File: src/rtl/gpio_irq_pkg.sv
// Package: shared address map for the GPIO interrupt detector.
// Assumes a 3-bit word address on the register bus.
package gpio_irq_pkg;
    localparam int ADDR_W = 3;

    typedef enum logic [ADDR_W-1:0] {
        A_SENSE  = 3'd0,
        A_BOTH   = 3'd1,
        A_POL    = 3'd2,
        A_ENABLE = 3'd3,
        A_RAW    = 3'd4,
        A_MASKED = 3'd5,
        A_CLEAR  = 3'd6,
        A_SPARE  = 3'd7
    } reg_addr_e;
endpackage

File: src/rtl/gpio_irq_cfg.sv
// Module: control register file for the interrupt detector.
// Holds sense, both-edge, polarity and enable, and turns writes to the clear
// address into a one-cycle clear pulse. Assumes a synchronous active-low reset.
module gpio_irq_cfg
    import gpio_irq_pkg::*;
#(
    parameter int N = 8
) (
    input  logic              clk,
    input  logic              rst_n,
    input  logic              reg_we,
    input  logic [ADDR_W-1:0] reg_addr,
    input  logic [N-1:0]      reg_wdata,
    output logic [N-1:0]      sense_q,
    output logic [N-1:0]      both_q,
    output logic [N-1:0]      pol_q,
    output logic [N-1:0]      enable_q,
    output logic [N-1:0]      clr_pulse
);
    // Register update: reset to zero, load on a matching write.
    always_ff @(posedge clk) begin
        if (!rst_n) begin
            sense_q  <= '0;
            both_q   <= '0;
            pol_q    <= '0;
            enable_q <= '0;
        end else if (reg_we) begin
            case (reg_addr)
                A_SENSE:  sense_q  <= reg_wdata;
                A_BOTH:   both_q   <= reg_wdata;
                A_POL:    pol_q    <= reg_wdata;
                A_ENABLE: enable_q <= reg_wdata;
                default:  ;
            endcase
        end
    end

    // Clear pulse: write data at the clear address, else nothing.
    always_comb begin
        clr_pulse = (reg_we && reg_addr == A_CLEAR) ? reg_wdata : '0;
    end

    AST_CFG_RESET_ZERO: assert property (@(posedge clk)
        !rst_n |=> (sense_q == '0 && both_q == '0 && pol_q == '0 && enable_q == '0));

    AST_STATUS_WRITE_IGNORED: assert property (@(posedge clk) disable iff (!rst_n)
        (reg_we && (reg_addr == A_RAW || reg_addr == A_MASKED || reg_addr == A_SPARE))
        |=> ($stable(sense_q) && $stable(both_q) && $stable(pol_q) && $stable(enable_q)));
endmodule

File: src/rtl/gpio_irq_edge.sv
// Module: per-pin edge finder.
// Keeps last cycle's pin value and flags the edges that the pin's
// configuration asks for. Assumes pin_i is already synchronised.
module gpio_irq_edge #(
    parameter int N = 8
) (
    input  logic         clk,
    input  logic [N-1:0] pin_i,
    input  logic [N-1:0] sense_q,
    input  logic [N-1:0] both_q,
    input  logic [N-1:0] pol_q,
    output logic [N-1:0] edge_evt
);
    logic [N-1:0] prev_q;

    // Previous-value register: one cycle of pin history.
    always_ff @(posedge clk) begin
        prev_q <= pin_i;
    end

    for (genvar i = 0; i < N; i++) begin : g_pin
        logic rise, fall;
        // Edge selection: both-edge overrides polarity; level pins give none.
        always_comb begin
            rise = pin_i[i] & ~prev_q[i];
            fall = ~pin_i[i] & prev_q[i];
            if (sense_q[i])
                edge_evt[i] = 1'b0;
            else if (both_q[i])
                edge_evt[i] = rise | fall;
            else
                edge_evt[i] = pol_q[i] ? rise : fall;
        end
    end
endmodule

File: src/rtl/gpio_irq_latch.sv
// Module: edge event latches with write-one-to-clear.
// A new event in the same cycle as a clear keeps the bit set.
// Assumes a synchronous active-low reset.
module gpio_irq_latch #(
    parameter int N = 8
) (
    input  logic         clk,
    input  logic         rst_n,
    input  logic [N-1:0] edge_evt,
    input  logic [N-1:0] clr_pulse,
    output logic [N-1:0] latch_q
);
    // Latch update: set by events, cleared by ones in the clear pulse.
    always_ff @(posedge clk) begin
        if (!rst_n)
            latch_q <= '0;
        else
            latch_q <= (latch_q & ~clr_pulse) | edge_evt;
    end

    for (genvar i = 0; i < N; i++) begin : g_chk
        AST_LATCH_HOLDS: assert property (@(posedge clk) disable iff (!rst_n)
            (latch_q[i] && !clr_pulse[i]) |=> latch_q[i]);
        AST_CLEAR_DROPS: assert property (@(posedge clk) disable iff (!rst_n)
            (clr_pulse[i] && !edge_evt[i]) |=> !latch_q[i]);
        AST_EDGE_WINS: assert property (@(posedge clk) disable iff (!rst_n)
            edge_evt[i] |=> latch_q[i]);
        AST_NO_SPURIOUS_SET: assert property (@(posedge clk) disable iff (!rst_n)
            (!latch_q[i] && !edge_evt[i]) |=> !latch_q[i]);
    end
endmodule

File: src/rtl/gpio_irq_detect.sv
// Module: top of the GPIO interrupt detector.
// Combines level status and edge latches into raw status, masks with enable,
// drives the OR'ed interrupt and the combinational read path.
// Assumes synchronised pins and a synchronous active-low reset.
module gpio_irq_detect
    import gpio_irq_pkg::*;
#(
    parameter int N = 8
) (
    input  logic              clk,
    input  logic              rst_n,
    input  logic [N-1:0]      pin_i,
    input  logic              reg_we,
    input  logic [ADDR_W-1:0] reg_addr,
    input  logic [N-1:0]      reg_wdata,
    output logic [N-1:0]      reg_rdata,
    output logic              irq_o
);
    logic [N-1:0] sense_q, both_q, pol_q, enable_q, clr_pulse;
    logic [N-1:0] edge_evt, latch_q;
    logic [N-1:0] level_hit, raw_st, masked_st;

    gpio_irq_cfg #(.N(N)) u_cfg (
        .clk(clk), .rst_n(rst_n), .reg_we(reg_we), .reg_addr(reg_addr),
        .reg_wdata(reg_wdata), .sense_q(sense_q), .both_q(both_q),
        .pol_q(pol_q), .enable_q(enable_q), .clr_pulse(clr_pulse)
    );

    gpio_irq_edge #(.N(N)) u_edge (
        .clk(clk), .pin_i(pin_i), .sense_q(sense_q), .both_q(both_q),
        .pol_q(pol_q), .edge_evt(edge_evt)
    );

    gpio_irq_latch #(.N(N)) u_latch (
        .clk(clk), .rst_n(rst_n), .edge_evt(edge_evt),
        .clr_pulse(clr_pulse), .latch_q(latch_q)
    );

    // Status: level pins follow the pin, edge pins show their latch.
    always_comb begin
        level_hit = ~(pin_i ^ pol_q);
        raw_st    = (sense_q & level_hit) | (~sense_q & latch_q);
        masked_st = raw_st & enable_q;
        irq_o     = |masked_st;
    end

    // Read path: zero-wait-state mux over the address map.
    always_comb begin
        case (reg_addr)
            A_SENSE:  reg_rdata = sense_q;
            A_BOTH:   reg_rdata = both_q;
            A_POL:    reg_rdata = pol_q;
            A_ENABLE: reg_rdata = enable_q;
            A_RAW:    reg_rdata = raw_st;
            A_MASKED: reg_rdata = masked_st;
            default:  reg_rdata = '0;
        endcase
    end

    AST_IRQ_OFF_WHEN_DISABLED: assert property (@(posedge clk) disable iff (!rst_n)
        (enable_q == '0) |-> !irq_o);
    AST_IRQ_LOW_AFTER_RESET: assert property (@(posedge clk)
        !rst_n |=> !irq_o);
endmodule

File: config.mk
export PLATFORM = sky130hd
export DESIGN_NAME = gpio_irq_detect
export DESIGN_NICKNAME = d
export VERILOG_FILES = /design/src/rtl/gpio_irq_pkg.sv /design/src/rtl/gpio_irq_cfg.sv /design/src/rtl/gpio_irq_edge.sv /design/src/rtl/gpio_irq_latch.sv /design/src/rtl/gpio_irq_detect.sv
export SDC_FILE = /design/constraint.sdc
export NUM_CORES = 1
export LEC_CHECK = 0
export BUFFER_PORTS_ARGS = -buffer_cell sky130_fd_sc_hd__buf_4
export CORE_ASPECT_RATIO = 0.75
export CORE_UTILIZATION = 63
export DETAILED_ROUTE_END_ITERATION = 8
export PLACE_DENSITY = 0.85
export SLEW_MARGIN = 20
export SYNTH_ARGS = -nofsm -noshare
export SYNTH_HDL_FRONTEND = slang
export SYNTH_SLANG_ARGS = --single-unit
File: constraint.sdc
create_clock -name clk -period 2.11 [get_ports clk]
set_clock_uncertainty 0.05 [all_clocks]
set_input_delay 0.1055 -clock clk [delete_from_list [all_inputs] [get_ports clk]]
set_output_delay 0.1055 -clock clk [all_outputs]
set_load 0.01 [all_outputs]
**Yosys cells after proc, flatten, opt, wreduce, memory -nomap -nowiden**

Index checks and enable logic that the tools add are counted.

- Divide/modulo/power cells: 0
- Shifts and indexed selects: 0
- Reductions and logical operators: 7
- Bitwise operators: 50
- Multipliers: 0
- $add $sub $neg: 0
- Equal/unequal tests: 6
- $lt $le $gt $ge: 0
- Multiplexer cells: 26

Operators with widths:

| operator | count |
|---|---|
| 8-bit one-hot mux with 6 select lines | 1 |
| 8-bit bitwise AND | 4 |
| 1-bit two-way mux | 24 |
| 8-bit NOT | 3 |
| 1-bit bitwise AND | 16 |
| 1-bit NOT | 16 |
| 8-bit OR | 2 |
| 3-bit equality test, second input constant | 3 |
| 8-bit two-way mux | 1 |
| 1-bit OR | 8 |
| 2-bit AND reduction | 4 |
| 8-bit OR reduction | 1 |
| 8-bit bitwise XOR | 1 |
| 3-bit by 2-bit equality test with 1-bit output, second input constant | 2 |
| 3-bit by 1-bit equality test with 1-bit output, second input constant | 1 |
| 3-bit zero test | 1 |
| 1-bit logical AND | 1 |

- Logic and storage cells: 95
- Memory bits (writable): 0
- Bits in registers: 48
- Memories kept: 0
- Input port bits: 22
- Memory bits (read-only): 0
- Output and inout port bits: 9
- Bits in latches: 0

**Depth between registers and ports, before layout**

- Depth in word-level cells: 6
- Mapped depth: 6
- Mapped depth without buffers: 5

**By module**

From an unflattened synthesis, not the netlist that was laid out.

- Cell total of the unflattened synthesis: 290
- Area total of the unflattened synthesis: 2869.0 sq um

By module, submodules not included:

| module | seq. area each (sq um) | times used | area an instance (sq um) | cells an instance |
|---|---|---|---|---|
| gpio_irq_cfg | 640.6 | 1 | 1253.7 | 125 |
| gpio_irq_detect | 0.0 | 1 | 666.9 | 76 |
| gpio_irq_edge | 160.2 | 1 | 610.6 | 64 |
| gpio_irq_latch | 160.2 | 1 | 337.8 | 25 |

**Least setup slack after synthesis**

OpenSTA, ideal clock, no wires.

- Kind: reg-to-output
- From: register u_cfg.sense_q[3]
- To: output irq_o
- Cell stages (with the launch flop): 5
- Slack: 0.724 ns
- Arrival time: 1.231 ns
- Data required time: 1.954 ns
- Cells stage by stage: dfxtp_1 nand3b_1 nand4_1 nor3_1 or4b_1

- Cells in the longest elaborated chain, start to end: 5
- Elaborated cells between the ends (all ways): 6

Ends and longest elaborated chain:

| element | RTL line | RTL |
|---|---|---|
| start: declaration | gpio_irq_cfg.sv:14 | `output logic [N-1:0] sense_q,` |
| start signal: assignment | gpio_irq_cfg.sv:29 | `A_SENSE: sense_q <= reg_wdata;` |
| 8-bit NOT | gpio_irq_detect.sv:42 | `raw_st = (sense_q & level_hit) \| (~sense_q & latch_q);` |
| 8-bit bitwise AND | gpio_irq_detect.sv:42 |  |
| 8-bit OR (*) | gpio_irq_detect.sv:42 |  |
| 8-bit bitwise AND (*) | gpio_irq_detect.sv:43 | `masked_st = raw_st & enable_q;` |
| 8-bit OR reduction (*) | gpio_irq_detect.sv:44 | `irq_o = \|masked_st;` |
| end: declaration | gpio_irq_detect.sv:17 | `output logic irq_o` |

Mark *: on every way between the ends. The rest lies on a longest branch, timed or not.

**Worst setup path after layout**

- From: register u_cfg.sense_q[5]
- To: output irq_o

Same word-level chain as after synthesis.

==> reports/metrics.yaml <==
place:
  place_inst: 388
  dpl.hpwl_um: 4500
  portBuffers: 30
  gp_congestion: 0.796
critical_path:
  cp-start-kind: "flip-flop"
  ff2ff_path_depth: 5
  crit_family: "simple AND/OR/NAND/NOR gates"
  critPathRequiredTime_ns: 1.95
  ff2ff_setup_slack_ns: 0.87
  cp_num_buf_inv: 1
  worstReg2RegStart: "u_edge.prev_q[4]$_DFF_P_"
  path_cells: "nand3b_1, nand4_1, nor3_1, or4b_1, buf_4"
  slowest_delay_ns: 0.46
  critical_path_arrival_ns: 1.85
  crit_path_top_delay_cell: "or4b_1"
  path_depth: 5
  r2r_end: "u_latch.latch_q[4]$_SDFF_PN0_"
  cp_max_fo: 6
  endpoint_kind: "output pin"
  worst-setup-path-type: "flip-flop to output pin"
synth:
  synth_edf_count: 0
  synthArstFlopShare_pct: 0
  yosysSeqAreaShare_pct: 34.8
  ys_ff_latch: 48
  synth_cell_types: 32
  synth_top_area_cell: "dfxtp_1"
  synth_common_cells: "68 x nand2_1, 48 x dfxtp_1, 25 x inv_1"
  synth_ff_type: "dfxtp_1"
  yosys-top-cells-area: "dfxtp_1 35%, nand2_1 9.2%, ha_1 7.2%"
  syn_area_mm2: 0.00276
  yosysWarnings: 0
  syn_avg_cell_area_um2: 8.85
  synth_top_area_share_pct: 34.8
  syn_inst: 312
  syn_nets: 350
  yosysMostFrequentCell: "nand2_1"
global_route:
  track_usage_pct: 31.3
  grt_max_degree: 41
  first_global_vias: 2257
  grt_pass1_wl_um: 10700
  overflow: 0
  antenna_found_initial: 0
route:
  routed_wl_um: 6580
  remaining_drc_errors: 0
  routedWlPerCell_um: 16.3
  vias_per_cell: 5.80
  ant_nets: 0
  drt-initial-drc-count: 166
  first_pass_iters: 4
  dr_total_vias: 2343
finish:
  nets: 386
  drive_above_1_share_pct: 17.5
  n_antenna_cell: 0
  synthToLayoutAreaGrowth_pct: 16.4
  n_fill_cell: 301
  final-instance-count-excl-fill: 404
pwr:
  p_per_area_mw_per_mm2: 591
  peakVddDrop_mv: 0.466
  p_leak_nw: 1.25
timing:
  finalCritPeriodShare_pct: 95.1
  max_freq_mhz: 498
  relSlewSlack_pct: 58.3
  hold_viol_final: 0
  setup_violations: 0
  fin_hold_ws_ns: 0.00562
  drv_slew: 0
  worst_slew_pin_slew_ns: 0.623
  tns_ns: 0
  final.min_clock_period_ns: 2.01
  rsz0062_at_grt: "no"
cts:
  clock_sinks: 48
  root_buffer: "clkbuf_8"
  cts.clk_slew.worst_paths_ns: 0.09
  cts_tree: "yes"
  clk_path_buf_depth: 2
  h-tree-depth: 2
  postCtsSetupBuffers: 0
  clkLatencyLatePin_ns: 0.31
  cts-buffers-inserted: 5
run_status:
  status: "finished, final reports clean"
min_path:
  holdCritStartpoint: "reg_wdata[0]"
  whs_path_depth: 3
  hp-class: "input port to flip-flop"
  hold_end: "u_cfg.sense_q[0]$_SDFFE_PN0P_"
die:
  start_util_pct: 66.9
  rows: 20
  die_area_mm2: 0.00465
  core_area_mm2: 0.00413
  die_x_um: 78.4
  ioPinCount: 31
  die_height_um: 59.3
job:
  maxCapViolCount: 0
metal layers:
layer / vias up / global-route usage (%) / wire, um
li1: 1141 / - / -
met1: 1098 / 40.3 / 2840
met2: 92 / 51.3 / 3080
met3: 12 / 6.77 / 528
met4: 0 / 14.0 / 127
met5: - / 0 / 0
sequential cells by signal (all words and copies together) (netlist names):
register         count
u_cfg.enable_q       8
u_cfg.sense_q        8
u_latch.latch_q      8
u_edge.prev_q        8
u_cfg.pol_q          8
u_cfg.both_q         8
cells by family after synthesis:
family          Yosys count  synth area share (%)
simple gates            111                  19.3
xor+xnor                  8                  2.54
buf+inv                  39                  5.75
mux                      32                  15.7
compound gates           58                  14.6
fa+ha+maj                16                  7.25
flops                    48                  34.8
through the flow:
step | area, um2 | setup slack (ns) | utilization (%) | total power, W
3_5_place_dp | 3030 | 0.475 | 73.3 | 0.00124
3_3_place_gp | 3030 | 0.556 | 73.3 | 0.00123
6_report | 3220 | 0.104 | 77.9 | 0.00190
5_1_grt | 3220 | 0.0469 | 77.9 | 0.00198
2_1_floorplan | 2760 | 0.724 | - | 0.00113
4_1_cts | 3220 | 0.117 | 77.9 | 0.00191
worst register-to-register path: stages (launching register included):
cell,delay [ns]
dfxtp_1,0.34
inv_1,0.05
ha_1,0.16
mux2_2,0.25
o21ai_0,0.16
a21boi_0,0.11
cell usage in the layout (no fill, tap or decap), types with 9 or more instances in the layout:
cell type	Yosys	layout
nand2_1	68	68
buf_4	2	35
ha_1	16	16
mux2i_1	16	16
a21boi_1	10	10
dfxtp_1	48	48
a21boi_0	22	22
inv_1	25	25
nor2_1	9	9
repair_timing:
action | in CTS | in global routing
hold endpoints to repair | 8 | 0
setup endpoints to repair | 0 | 0
hold buffers | 8 | 0
resized for setup | 0 | 0
power by group:
part,leakage [nW],internal [W],switching (W)
sequential,0.393,0.000940,0.0000323
clock,0.0552,0.000352,0.000321
combinational,0.800,0.000128,0.000128
area by class of cell:
type / instances / area, um2 / share of cell area [%]
Inverter: 25 / 93.8 / 2.92
Clock buffer: 6 / 72.6 / 2.26
Tap cell: 55 / 68.8 / 2.14
Clock inverter: 2 / 35.0 / 1.09
Sequential cell: 48 / 961 / 29.9
Multi-Input combinational cell: 225 / 1640 / 51.1
Timing Repair Buffer: 43 / 343 / 10.7
worst max path at each step:
stage | startpoint | to | slack (ns)
global route | u_cfg.sense_q[5]$_SDFFE_PN0P_ | irq_o | 0.05
detailed placement | u_cfg.sense_q[5]$_SDFFE_PN0P_ | irq_o | 0.47
floorplan | u_cfg.sense_q[3]$_SDFFE_PN0P_ | irq_o | 0.72
global placement | u_cfg.sense_q[7]$_SDFFE_PN0P_ | irq_o | 0.56
finish | u_cfg.sense_q[5]$_SDFFE_PN0P_ | irq_o | 0.10
CTS | u_cfg.sense_q[5]$_SDFFE_PN0P_ | irq_o | 0.12
(Power assumes the default switching activity.)
